==> config.mk <==
export PLATFORM = sky130hd
export DESIGN_NAME = nibble_duplex_if
export DESIGN_NICKNAME = d
export VERILOG_FILES = /design/src/rtl/nibif_pkg.sv /design/src/rtl/nibif_tx_asm.sv /design/src/rtl/nibif_rx_split.sv /design/src/rtl/nibif_gain_ld.sv /design/src/rtl/nibble_duplex_if.sv
export SDC_FILE = /design/constraint.sdc
export NUM_CORES = 1
export LEC_CHECK = 0
export BUFFER_PORTS_ARGS = -buffer_cell sky130_fd_sc_hd__buf_2
export CORE_MARGIN = 2
export CORE_UTILIZATION = 45
export CTS_CLUSTER_SIZE = 24
export DETAILED_ROUTE_END_ITERATION = 10
export PLACE_DENSITY_LB_ADDON = 0.15
export SETUP_SLACK_MARGIN = 0.15
export SYNTH_ARGS = -nofsm -noshare
export SYNTH_HDL_FRONTEND = slang
export SYNTH_SLANG_ARGS = --single-unit
==> constraint.sdc <==
create_clock -name clk -period 2.4 [get_ports clk]
set_input_delay 0.36 -clock clk [delete_from_list [all_inputs] [get_ports clk]]
set_output_delay 0.36 -clock clk [all_outputs]
set_load 0.02 [all_outputs]
==> src/rtl/nibif_pkg.sv <==
package nibif_pkg;
   typedef enum logic {ASM_IDLE = 1'b0, ASM_HAVE_HI = 1'b1} asm_st_t;

   function automatic logic sync_active(input logic level, input logic inv);
      return level ^ inv;
   endfunction
endpackage

==> src/rtl/nibif_tx_asm.sv <==
module nibif_tx_asm
   import nibif_pkg::*;
#(
   parameter int WORD_W = 10,
   parameter int NIB_W  = 6
) (
   input  logic              clk,
   input  logic              rst_n,
   input  logic [NIB_W-1:0]  nib_i,
   input  logic              sync_act_i,
   input  logic              gain_qual_i,
   input  logic              binary_i,
   output logic [WORD_W-1:0] word_o,
   output logic              vld_o
);
   localparam int LO_W = WORD_W / 2;
   localparam int HI_W = WORD_W - LO_W;
   localparam logic [WORD_W-1:0] MSB_BIT = {1'b1, {(WORD_W-1){1'b0}}};

   asm_st_t           st_q;
   logic [HI_W-1:0]   hi_q;
   logic [WORD_W-1:0] word_q;
   logic              vld_q;
   logic [WORD_W-1:0] fmt_mask;

   assign fmt_mask = binary_i ? MSB_BIT : '0;

   always_ff @(posedge clk or negedge rst_n) begin
      if (!rst_n) begin
         st_q   <= ASM_IDLE;
         hi_q   <= '0;
         word_q <= '0;
         vld_q  <= 1'b0;
      end else begin
         vld_q <= 1'b0;
         if (!gain_qual_i) begin
            if (sync_act_i) begin
               hi_q <= nib_i[HI_W-1:0];
               st_q <= ASM_HAVE_HI;
            end else if (st_q == ASM_HAVE_HI) begin
               word_q <= {hi_q, nib_i[LO_W-1:0]} ^ fmt_mask;
               vld_q  <= 1'b1;
               st_q   <= ASM_IDLE;
            end
         end
      end
   end

   assign word_o = word_q;
   assign vld_o  = vld_q;


   vld_single_chk: assert property (@(posedge clk) disable iff (!rst_n)
      vld_q |=> !vld_q);


   vld_needs_hi_chk: assert property (@(posedge clk) disable iff (!rst_n)
      vld_q |-> $past(st_q == ASM_HAVE_HI));
endmodule

==> src/rtl/nibif_rx_split.sv <==
module nibif_rx_split #(
   parameter int WORD_W = 10,
   parameter int NIB_W  = 6
) (
   input  logic              clk,
   input  logic              rst_n,
   input  logic [WORD_W-1:0] word_i,
   input  logic              binary_i,
   output logic              rd_o,
   output logic [NIB_W-1:0]  nib_o,
   output logic              first_o
);
   localparam int LO_W = WORD_W / 2;
   localparam int HI_W = WORD_W - LO_W;
   localparam logic [WORD_W-1:0] MSB_BIT = {1'b1, {(WORD_W-1){1'b0}}};

   logic              ph_q;
   logic [LO_W-1:0]   lo_q;
   logic [NIB_W-1:0]  nib_q;
   logic              first_q;
   logic [WORD_W-1:0] bus_word;
   logic [NIB_W-1:0]  hi_pad;
   logic [NIB_W-1:0]  lo_pad;

   assign bus_word = word_i ^ (binary_i ? MSB_BIT : '0);

   generate
      if (NIB_W > HI_W) begin : g_pad_hi
         assign hi_pad = {{(NIB_W-HI_W){1'b0}}, bus_word[WORD_W-1:LO_W]};
      end else begin : g_full_hi
         assign hi_pad = bus_word[WORD_W-1:LO_W];
      end
      if (NIB_W > LO_W) begin : g_pad_lo
         assign lo_pad = {{(NIB_W-LO_W){1'b0}}, lo_q};
      end else begin : g_full_lo
         assign lo_pad = lo_q;
      end
   endgenerate

   always_ff @(posedge clk or negedge rst_n) begin
      if (!rst_n) begin
         ph_q    <= 1'b0;
         lo_q    <= '0;
         nib_q   <= '0;
         first_q <= 1'b0;
      end else begin
         ph_q <= ~ph_q;
         if (!ph_q) begin
            lo_q    <= bus_word[LO_W-1:0];
            nib_q   <= hi_pad;
            first_q <= 1'b1;
         end else begin
            nib_q   <= lo_pad;
            first_q <= 1'b0;
         end
      end
   end

   assign rd_o    = ~ph_q;
   assign nib_o   = nib_q;
   assign first_o = first_q;


   phase_toggle_chk: assert property (@(posedge clk) disable iff (!rst_n)
      ph_q |=> !ph_q);


   first_single_chk: assert property (@(posedge clk) disable iff (!rst_n)
      first_q |=> !first_q);

   generate
      if (NIB_W > HI_W) begin : g_pad_chk

         pad_zero_chk: assert property (@(posedge clk) disable iff (!rst_n)
            nib_q[NIB_W-1:HI_W] == '0);
      end
   endgenerate
endmodule

==> src/rtl/nibif_gain_ld.sv <==
module nibif_gain_ld #(
   parameter int GAIN_W   = 6,
   parameter int NIB_W    = 6,
   parameter int GAIN_RST = 0
) (
   input  logic              clk,
   input  logic              rst_n,
   input  logic              qual_i,
   input  logic [NIB_W-1:0]  nib_i,
   input  logic              bnd_i,
   output logic [GAIN_W-1:0] gain_o
);
   localparam logic [GAIN_W-1:0] RST_VAL = GAIN_W'(GAIN_RST);

   logic [GAIN_W-1:0] pend_val_q;
   logic              pend_q;
   logic [GAIN_W-1:0] gain_q;

   always_ff @(posedge clk or negedge rst_n) begin
      if (!rst_n) begin
         pend_val_q <= RST_VAL;
         pend_q     <= 1'b0;
         gain_q     <= RST_VAL;
      end else begin
         if (bnd_i && pend_q) begin
            gain_q <= pend_val_q;
            pend_q <= 1'b0;
         end
         if (qual_i) begin
            pend_val_q <= nib_i[GAIN_W-1:0];
            pend_q     <= 1'b1;
         end
      end
   end

   assign gain_o = gain_q;


   gain_at_bnd_chk: assert property (@(posedge clk) disable iff (!rst_n)
      (gain_q != $past(gain_q)) |-> $past(bnd_i));


   gain_hold_chk: assert property (@(posedge clk) disable iff (!rst_n)
      !pend_q |=> $stable(gain_q));
endmodule

==> src/rtl/nibble_duplex_if.sv <==
module nibble_duplex_if
   import nibif_pkg::*;
#(
   parameter int WORD_W   = 10,
   parameter int NIB_W    = 6,
   parameter int GAIN_W   = 6,
   parameter int GAIN_RST = 0
) (
   input  logic              clk,
   input  logic              rst_n,
   input  logic              cfg_sync_inv_i,
   input  logic              cfg_binary_i,
   input  logic              cfg_loopback_i,
   input  logic [NIB_W-1:0]  tx_nib_i,
   input  logic              tx_sync_i,
   input  logic              tx_gain_qual_i,
   output logic [WORD_W-1:0] tx_word_o,
   output logic              tx_word_vld_o,
   input  logic [WORD_W-1:0] rx_word_i,
   output logic              rx_word_rd_o,
   output logic [NIB_W-1:0]  rx_nib_o,
   output logic              rx_sync_o,
   output logic [GAIN_W-1:0] rx_gain_o
);
   localparam int HI_W = WORD_W - WORD_W / 2;

   generate
      if (WORD_W < 2) begin : g_bad_word
         $error("WORD_W must be at least 2");
      end
      if (HI_W > NIB_W) begin : g_bad_nib
         $error("half word does not fit in a nibble");
      end
      if (GAIN_W > NIB_W) begin : g_bad_gain
         $error("gain word does not fit in a nibble");
      end
   endgenerate

   logic             tx_sync_act;
   logic [NIB_W-1:0] split_nib;
   logic             split_first;
   logic [NIB_W-1:0] lb_nib_q;
   logic             lb_sync_q;
   logic             started_q;

   assign tx_sync_act = sync_active(tx_sync_i, cfg_sync_inv_i);

   nibif_tx_asm #(.WORD_W(WORD_W), .NIB_W(NIB_W)) tx_asm_i (
      .clk        (clk),
      .rst_n      (rst_n),
      .nib_i      (tx_nib_i),
      .sync_act_i (tx_sync_act),
      .gain_qual_i(tx_gain_qual_i),
      .binary_i   (cfg_binary_i),
      .word_o     (tx_word_o),
      .vld_o      (tx_word_vld_o)
   );

   nibif_rx_split #(.WORD_W(WORD_W), .NIB_W(NIB_W)) rx_split_i (
      .clk     (clk),
      .rst_n   (rst_n),
      .word_i  (rx_word_i),
      .binary_i(cfg_binary_i),
      .rd_o    (rx_word_rd_o),
      .nib_o   (split_nib),
      .first_o (split_first)
   );

   nibif_gain_ld #(.GAIN_W(GAIN_W), .NIB_W(NIB_W), .GAIN_RST(GAIN_RST)) gain_ld_i (
      .clk   (clk),
      .rst_n (rst_n),
      .qual_i(tx_gain_qual_i),
      .nib_i (tx_nib_i),
      .bnd_i (rx_word_rd_o),
      .gain_o(rx_gain_o)
   );

   always_ff @(posedge clk or negedge rst_n) begin
      if (!rst_n) begin
         lb_nib_q  <= '0;
         lb_sync_q <= 1'b0;
         started_q <= 1'b0;
      end else begin
         lb_nib_q  <= tx_nib_i;
         lb_sync_q <= tx_sync_i;
         started_q <= 1'b1;
      end
   end

   assign rx_nib_o  = cfg_loopback_i ? lb_nib_q  : split_nib;
   assign rx_sync_o = cfg_loopback_i ? lb_sync_q
                                     : sync_active(split_first, cfg_sync_inv_i);


   loop_echo_chk: assert property (@(posedge clk) disable iff (!rst_n)
      (started_q && cfg_loopback_i) |-> (rx_nib_o == $past(tx_nib_i)));
endmodule

=== Word-level counts from Yosys, hierarchy flattened ===
Index checks and enable logic that the tools add are counted.

* Bits in latches: 0
* ROM bits: 0
* Memories: 0
* RAM bits: 0
* Flip-flop bits (word level): 49
* Word-level logic and storage cells: 35

* Bitwise logic cells: 7
* Div/mod/pow operators: 0
* Add/subtract/negate cells: 0
* Order comparisons: 0
* Shifts and indexed selects: 0
* Muxes and demuxes: 11
* Equal/unequal tests: 0
* Reduce and logical (&&, ||, !) cells: 4
* Multiply operators: 0

{| class="wikitable"
|+ Operators by type and width
! cell !! number
|-
| XOR 10 bit || 2
|-
| 2-to-1 mux 10 bit || 1
|-
| 2-to-1 mux 1 bit || 8
|-
| 2-to-1 mux 6 bit || 1
|-
| 2-to-1 mux 5 bit || 1
|-
| NOT 1 bit || 3
|-
| AND reduction 3 bit || 1
|-
| AND reduction 2 bit || 1
|-
| nonzero test 2 bit || 1
|-
| XOR 1 bit || 2
|-
| logical AND 1 bit || 1
|}

=== Logic depth before layout (Yosys ltp) ===
Gate-level depths: netlist (run 1).

* Depth after elaboration: 4
* Mapped depth: 4
* Mapped depth without buffers: 3

=== Modules after synthesis ===
A second synthesis (run 1) with hierarchy kept.

* Cell total of the unflattened synthesis: 126
* Area, all modules: 1871.8 um^2

{| class="wikitable"
|+ By module, submodules not included
! module !! area each (um^2) !! seq. area each (um^2) !! instances !! cells an instance
|-
| nibif_tx_asm || 645.6 || 425.4 || 1 || 39
|-
| nibif_gain_ld || 510.5 || 325.3 || 1 || 29
|-
| nibif_rx_split || 412.9 || 275.3 || 1 || 40
|-
| nibble_duplex_if || 302.8 || 175.2 || 1 || 18
|}

=== Worst setup path after synthesis (run 1) ===
No wires, ideal clock.

* Kind: reg-to-output
* Start: register rx_split_i.first_q, in the netlist rx_split_i.first_o
* End: output port rx_sync_o
* Setup slack: 953 ps
* Path buffers: 1
* Cell stages (with the launch flop): 4
* Arrival time: 1087 ps
* Cell sequence: dfrtp_1 -> buf_2 -> xnor2_1 -> o21ai_0

* Word-level cells in the longest chain between the ends: 2

{| class="wikitable"
|+ Ends and longest elaborated chain
! what !! line !! source
|-
| start: declaration || nibif_rx_split.sv:20 || <nowiki>logic first_q;</nowiki>
|-
| start signal: assignment || nibif_rx_split.sv:45 || <nowiki>first_q <= 1'b0;</nowiki>
|-
| start signal: assignment || nibif_rx_split.sv:51 || <nowiki>first_q <= 1'b1;</nowiki>
|-
| start signal: assignment || nibif_rx_split.sv:54 || <nowiki>first_q <= 1'b0;</nowiki>
|-
| XOR 1 bit || nibif_pkg.sv:5 || <nowiki>return level ^ inv;</nowiki>
|-
| 2-to-1 mux 1 bit || nibble_duplex_if.sv:91 || <nowiki>assign rx_sync_o = cfg_loopback_i ? lb_sync_q</nowiki>
|-
| end: declaration || nibble_duplex_if.sv:22 || <nowiki>output logic rx_sync_o,</nowiki>
|}

No other way between the ends.

=== Worst setup path after layout (run 1) ===
Same ends and word-level chain as after synthesis.

==> results of run 1 <==
==> worst reg2reg max path: cells and delay by family, from the launching register on <==
family / cells / cell delay [ns]
mux: 1 / 0.41
simple gates: 1 / 0.58
flops: 1 / 0.58
==> layout make-up <==
cell class / instances / area share, %
Inverter: 10 / 1.725
Clock inverter: 2 / 0.4600
Multi-Input combinational cell: 59 / 25.13
Timing Repair Buffer: 47 / 10.81
Clock buffer: 6 / 3.795
Sequential cell: 48 / 55.20
Tap cell: 50 / 2.875
==> where the power goes <==
part           switching [uW]  internal [uW]  leakage [uW]
Clock                     246            230     0.0000510
Sequential               62.5            934      0.000563
Combinational             229            208      0.000473
Total                     537           1370       0.00109
==> logic make-up (layout without fill, tap and decap cells) <==
kind of cell / after synthesis / in the layout / synth area share (%)
flip-flops: 48 / 48 / 66.02
XOR/XNOR: 4 / 4 / 1.926
AND/OR/NAND/NOR: 10 / 10 / 2.614
multiplexers: 32 / 32 / 21.66
buffers and inverters: 16 / 65 / 3.920
AO/OA/AOI/OAI: 13 / 13 / 3.851
==> final timing paths <==
kind                                               from                         endpoint  slack, ns  cells past startpoint
min                                         tx_nib_i[5]            lb_nib_q[5]$_DFF_PN0_       0.18                      1
max                        rx_split_i.first_o$_DFF_PN0_                        rx_sync_o       0.62                      3
max reg2reg                rx_split_i.first_o$_DFF_PN0_  gain_ld_i.gain_o[2]$_DFFE_PN0P_       0.72                      2
min in group asynchronous                         rst_n  gain_ld_i.gain_o[2]$_DFFE_PN0P_       0.23                      1
max in group asynchronous                         rst_n    rx_split_i.nib_o[0]$_DFF_PN0_       1.55                      1
min reg2reg                gain_ld_i.pend_q$_DFFE_PN0P_     gain_ld_i.pend_q$_DFFE_PN0P_       0.47                      1
==> layer usage <==
layer	up-vias	global-route usage, %	routed length [um]
met2	27	24.02	1565
li1	503	-	-
met3	2	4.333	185
met5	-	0	0
met4	0	6.888	17
met1	512	21.94	1465
==> sequential cells by signal, summed over array words and instances, names as in the netlist <==
register,count
tx_asm_i.word_o,10
gain_ld_i.gain_o,6
gain_ld_i.pend_val_q,6
lb_nib_q,6
rx_split_i.lo_q,5
rx_split_i.nib_o,5
tx_asm_i.hi_q,5
gain_ld_i.pend_q,1
lb_sync_q,1
rx_split_i.first_o,1
tx_asm_i.st_q,1
tx_asm_i.vld_o,1
==> through the flow <==
stage | worst slack [ns] | power, uW | area, sq um | hold WS [ns] | std cells
floorplan | 0.9529 | 1290 | 1819 | 0.06441 | 123
global placement | 0.6288 | 1443 | 2083 | 0.4506 | 214
detailed placement | 0.5712 | 1457 | 2083 | 0.4589 | 214
CTS | 0.5906 | 1942 | 2176 | 0.1729 | 222
global route | 0.4547 | 2020 | 2176 | 0.1715 | 222
finish | 0.6193 | 1909 | 2176 | 0.1845 | 222
==> layout by cell type (no fill, tap or decap) <==
cell      count
o21ai_0      11
inv_1        10
xnor2_1       3
nor2_1        1
nand2_1       6
clkbuf_8      6
mux2_4        9
nor2b_1       1
xor2_1        1
dfrtp_1      48
and3b_1       1
a21o_1        2
and2_1        1
mux2_2       23
clkinv_2      2
buf_2        47
==> flow_metrics.py, run 1 <==
metrics = {
    "setup_path": {
        "critical_path_peak_fanout": 19,
        "cp-end-kind": "primary output",
        "worstPathCellList": "xnor2_1 > o21ai_0 > buf_2",
        "path_delay_family": "flip-flops",
        "crit_type": "reg -> out",
        "startpoint_type": "flop",
        "slowest_stage": "dfrtp_1",
        "cp.arrival_ns": 1.42,
        "cp_num_buf_inv": 1,
        "max_stage_delay_ns": 0.68,
        "cp.required_ns": 2.04,
    },
    "synth": {
        "synth_warnings": 0,
        "seq_area_frac_synth_pct": 66.02,
        "yosys_most_used_dff": "dfrtp_1",
        "synth_edf_count": 0,
        "async_flop_share_pct": 100.0,
        "yosysMostFrequentCell": "dfrtp_1",
        "netlist_area_sq_um": 1819,
        "synth_area_leaders": "dfrtp_1, mux2_2, mux2_4",
        "yosysTopAreaCell": "dfrtp_1",
        "synth_top_area_share_pct": 66.02,
        "synth_cell_types": 16,
        "synth-seq-cells": 48,
        "postSynthCellCount": 123,
        "syn_nets": 146,
        "synth_area_per_cell_sq_um": 14.79,
        "synthTopCellsByCount": "dfrtp_1, mux2_2, o21ai_0",
    },
    "grt": {
        "grt_use_total_pct": 16.03,
        "overflow": 0,
        "antenna_found_initial": 0,
        "grt_max_degree": 49,
        "grt_pass1_wl_um": 5181,
        "grt_pass1_vias": 1062,
    },
    "floorplanning": {
        "dieArea_sq_um": 4567,
        "die_y_um": 67.58,
        "ioPinCount": 48,
        "start_util_pct": 46.14,
        "die_w_um": 67.58,
        "core_sq_um": 3943,
        "row_count": 23,
    },
    "clock_tree": {
        "htree_levels": 2,
        "path_clk_slew_ns": 0.09,
        "cts_resized": 0,
        "cts_tree": "done",
        "clock_insertion_delay_worst_skew_ns": 0.29,
        "cts_hold_buf": 0,
        "root_buffer": "clkbuf_8",
        "cts_made_buffers": 5,
        "cts_setup_buffers": 0,
        "cts_buffer_depth": 2,
        "clock_sinks": 48,
    },
    "final_layout": {
        "final_util_pct": 55.19,
        "layout-drive-gt1-share_pct": 50.58,
        "synthToLayoutAreaGrowth_pct": 19.60,
        "fin_nets": 194,
        "final-seq-area_sq_um": 1201,
        "fillers": 346,
        "multi_input_area_sq_um": 546.8,
        "antenna_cells": 0,
    },
    "drt": {
        "ant_nets": 0,
        "dr.pass1.iters": 4,
        "vias": 1044,
        "viasPerCell": 4.703,
        "dr.first_iter.drc_count": 34,
        "post_drt_wl_per_cell_um": 14.56,
        "drcViolationCount": 0,
        "totalWireLength_um": 3233,
    },
    "sta": {
        "period_share_pct": 74.20,
        "maxSlewViolCount": 0,
        "rsz0062_at_grt": "no",
        "fin_skew_ns": 0.008268,
        "setup-violations-final": 0,
        "fin_crit_ns": 1.781,
        "hold_viol": 0,
        "worstMarginPinSlew_ns": 0.9954,
        "tns_ns": 0,
        "fmax_mhz": 561.6,
        "slew_headroom_pct": 33.64,
    },
    "power": {
        "p_leak_uw": 0.001087,
        "ir_drop_mv": 0.4390,
        "power-per-cell-area_nw_per_um2": 877.3,
    },
    "place": {
        "routabilityCongestion": 0.7283,
        "portBuffers": 47,
        "place_hpwl_um": 2317,
    },
    "flow_run": {
        "drv_cap": 0,
    },
    "hold_path": {
        "min_path_type": "in -> reg",
    },
    "run_status": {
        "status": "finished clean",
    },
}
No activity file was read; power rests on OpenSTA's default activity.
==> run 2: changes to the inputs <==
- ABC_AREA: not set -> 1
- clock period: 2.4 -> 1.75 ns (I/O delays scaled with it)
==> flow_metrics.py, run 2 <==
metrics = {
    "power": {
        "ir_drop_mv": 0.5533,
        "p_int_uw": 1838,
        "p_leak_uw": 0.001293,
        "power.switching_uw": 714.8,
        "p_sw_share_pct": 28.00,
        "p_comb_share_pct": 16.6,
        "power-per-cell-area_nw_per_um2": 1106,
        "clockPowerShare_pct": 33.1,
        "p_seq_share_pct": 50.3,
    },
    "setup_path": {
        "cp-end-kind": "primary output",
        "cp.required_ns": 1.49,
        "r2r_start": "rx_split_i.first_o$_DFF_PN0_",
        "crit_type": "reg -> out",
        "cp.arrival_ns": 1.23,
        "startpoint": "rx_split_i.first_o$_DFF_PN0_",
        "critical_path_peak_fanout": 14,
        "startpoint_type": "flop",
    },
    "sta": {
        "slew_headroom_pct": 64.18,
        "whs_ns": 0.08940,
        "period_share_pct": 85.45,
        "fin_skew_ns": 0.01073,
        "setup_ws_ns": 0.2546,
        "maxSlewViolCount": 0,
        "setup-violations-final": 0,
        "hold_viol": 0,
        "tns_ns": 0,
        "fmax_mhz": 668.7,
        "worstMarginPinSlew_ns": 0.5373,
        "fin_crit_ns": 1.495,
        "rsz0062_at_grt": "no",
    },
    "synth": {
        "netlist_area_sq_um": 1899,
        "synthTopCellsByCount": "nand2_1, dfrtp_1, inv_1",
        "synth_warnings": 0,
        "postSynthCellCount": 203,
        "synth_area_leaders": "dfrtp_1, nand2_1, nand3_1",
        "async_flop_share_pct": 100.0,
        "seq_area_frac_synth_pct": 63.24,
        "yosysTopAreaCell": "dfrtp_1",
        "syn_nets": 226,
        "synth_edf_count": 0,
        "yosysMostFrequentCell": "nand2_1",
        "synth_area_per_cell_sq_um": 9.356,
        "synth-seq-cells": 48,
        "yosys_most_used_dff": "dfrtp_1",
        "synth_top_area_share_pct": 63.24,
        "synth_cell_types": 15,
    },
    "final_layout": {
        "mostFrequentLayoutCells": "nand2_1, dfrtp_1, buf_2, inv_1, nand3_1",
        "largest_reg_flops": 10,
        "antenna_cells": 0,
        "layout_commonest_cell": "nand2_1",
        "layout-drive-gt1-share_pct": 27.56,
        "fillers": 384,
        "synthToLayoutAreaGrowth_pct": 21.54,
        "fin_nets": 276,
        "final_cells": 304,
    },
    "clock_tree": {
        "root_buffer": "clkbuf_8",
        "path_clk_slew_ns": 0.09,
        "cts_buffer_depth": 2,
        "clock_insertion_delay_worst_skew_ns": 0.30,
        "clock_sinks": 48,
        "htree_levels": 2,
        "cts_made_buffers": 5,
        "cts_setup_buffers": 0,
        "cts_tree": "done",
    },
    "grt": {
        "overflow": 0,
        "grt_pass1_wl_um": 6617,
        "grt_use_total_pct": 19.69,
        "grt_pass1_vias": 1381,
        "antenna_found_initial": 0,
        "grt_max_degree": 27,
    },
    "flow_run": {
        "drv_cap": 0,
    },
    "drt": {
        "viasPerCell": 4.816,
        "ant_nets": 0,
        "totalWireLength_um": 3949,
        "vias": 1464,
        "dr.first_iter.drc_count": 71,
        "drcViolationCount": 0,
        "dr.pass1.iters": 4,
        "post_drt_wl_per_cell_um": 12.99,
    },
    "place": {
        "dp_cells": 295,
        "portBuffers": 47,
        "pre_cts_ws_ns": 0.4422,
        "routabilityCongestion": 0.7185,
        "place_hpwl_um": 2931,
    },
    "floorplanning": {
        "start_util_pct": 47.14,
        "ioPinCount": 48,
        "die_w_um": 68.97,
        "row_count": 23,
        "dieArea_sq_um": 4756,
        "core_sq_um": 4029,
        "die_y_um": 68.97,
    },
    "run_status": {
        "status": "finished clean",
    },
    "hold_path": {
        "hold_start": "tx_nib_i[5]",
        "min_path_type": "in -> reg",
    },
}
[run 2: cell types whose count changed after synthesis, moves of 3 or more]
cell / previous run / this run
nand2_1: 6 / 93
mux2_2: 23 / 0
nand3_1: 0 / 11
mux2_4: 9 / 0
nand4_1: 0 / 5
o21ai_1: 0 / 5
inv_2: 0 / 4
inv_1: 10 / 13
xnor2_1: 3 / 0
[run 2: metrics by stage]
stage / total power, uW / cell area [sq um] / utilization, %
2_1_floorplan: 1551 / 1899 / -
3_3_place_gp: 1726 / 2171 / 53.88
3_5_place_dp: 1737 / 2171 / 53.88
4_1_cts: 2572 / 2305 / 57.21
5_1_grt: 2691 / 2308 / 57.30
6_report: 2553 / 2308 / 57.30
[run 2: repair_timing]
item,CTS,global route
endpoints found under the hold margin,22,0
hold buffers,1,0
resized for setup,1,2
setup endpoints to repair,1,1
pin swaps,0,0
[run 2: routing by layer]
metal / part of all wire, % / vias to the layer above / track usage [%]
li1: - / 730 / -
met1: 46 / 687 / 27.69
met2: 47 / 42 / 29.33
met3: 5.4 / 5 / 4.221
met4: 1.6 / 0 / 8.824
met5: 0 / - / 0
[run 2: layout make-up]
class | count | area [sq um] | area share [%]
flip-flops and latches | 48 | 1202 | 52.09
repair buffers | 50 | 272.8 | 11.82
inverters | 17 | 68.82 | 2.981
multi-input cells | 131 | 580.6 | 25.15
clock buffers | 6 | 82.58 | 3.577
well taps | 50 | 62.56 | 2.710
clock inverters | 2 | 38.79 | 1.680
[run 2: final timing paths]
kind | end | slack [ns] | depth (start not counted)
min in group asynchronous | lb_nib_q[5]$_DFF_PN0_ | 0.46 | 2
max | rx_sync_o | 0.25 | 5
min | lb_nib_q[5]$_DFF_PN0_ | 0.09 | 1
max reg2reg | gain_ld_i.gain_o[5]$_DFFE_PN0P_ | 0.57 | 4
max in group asynchronous | tx_asm_i.word_o[8]$_DFFE_PN0P_ | 0.76 | 3
min reg2reg | tx_asm_i.word_o[5]$_DFFE_PN0P_ | 0.47 | 2
[run 2: critical path: stages (launching register included)]
cell and delay [ns]:
dfrtp_2 0.48, inv_6 0.13, nand2_1 0.06, nand3_1 0.06, nand2_1 0.04, buf_2 0.15
[run 2: cell families (layout without fill, tap and decap cells)]
| kind of cell | Yosys count | after routing | synth area share (%) |
|---|---|---|---|
| buf+inv | 24 | 75 | 6.192 |
| flops | 48 | 48 | 63.24 |
| simple gates | 116 | 116 | 26.42 |
| compound gates | 15 | 15 | 4.150 |
[run 2: power by group through the flow]
stage	Combinational (uW)	Clock [uW]	Sequential [uW]
final	424	845	1280
after global routing	485	906	1300
after CTS	432	855	1290
after detailed placement	430	0	1310
after global placement	423	0	1300
after floorplan	166	0	1380
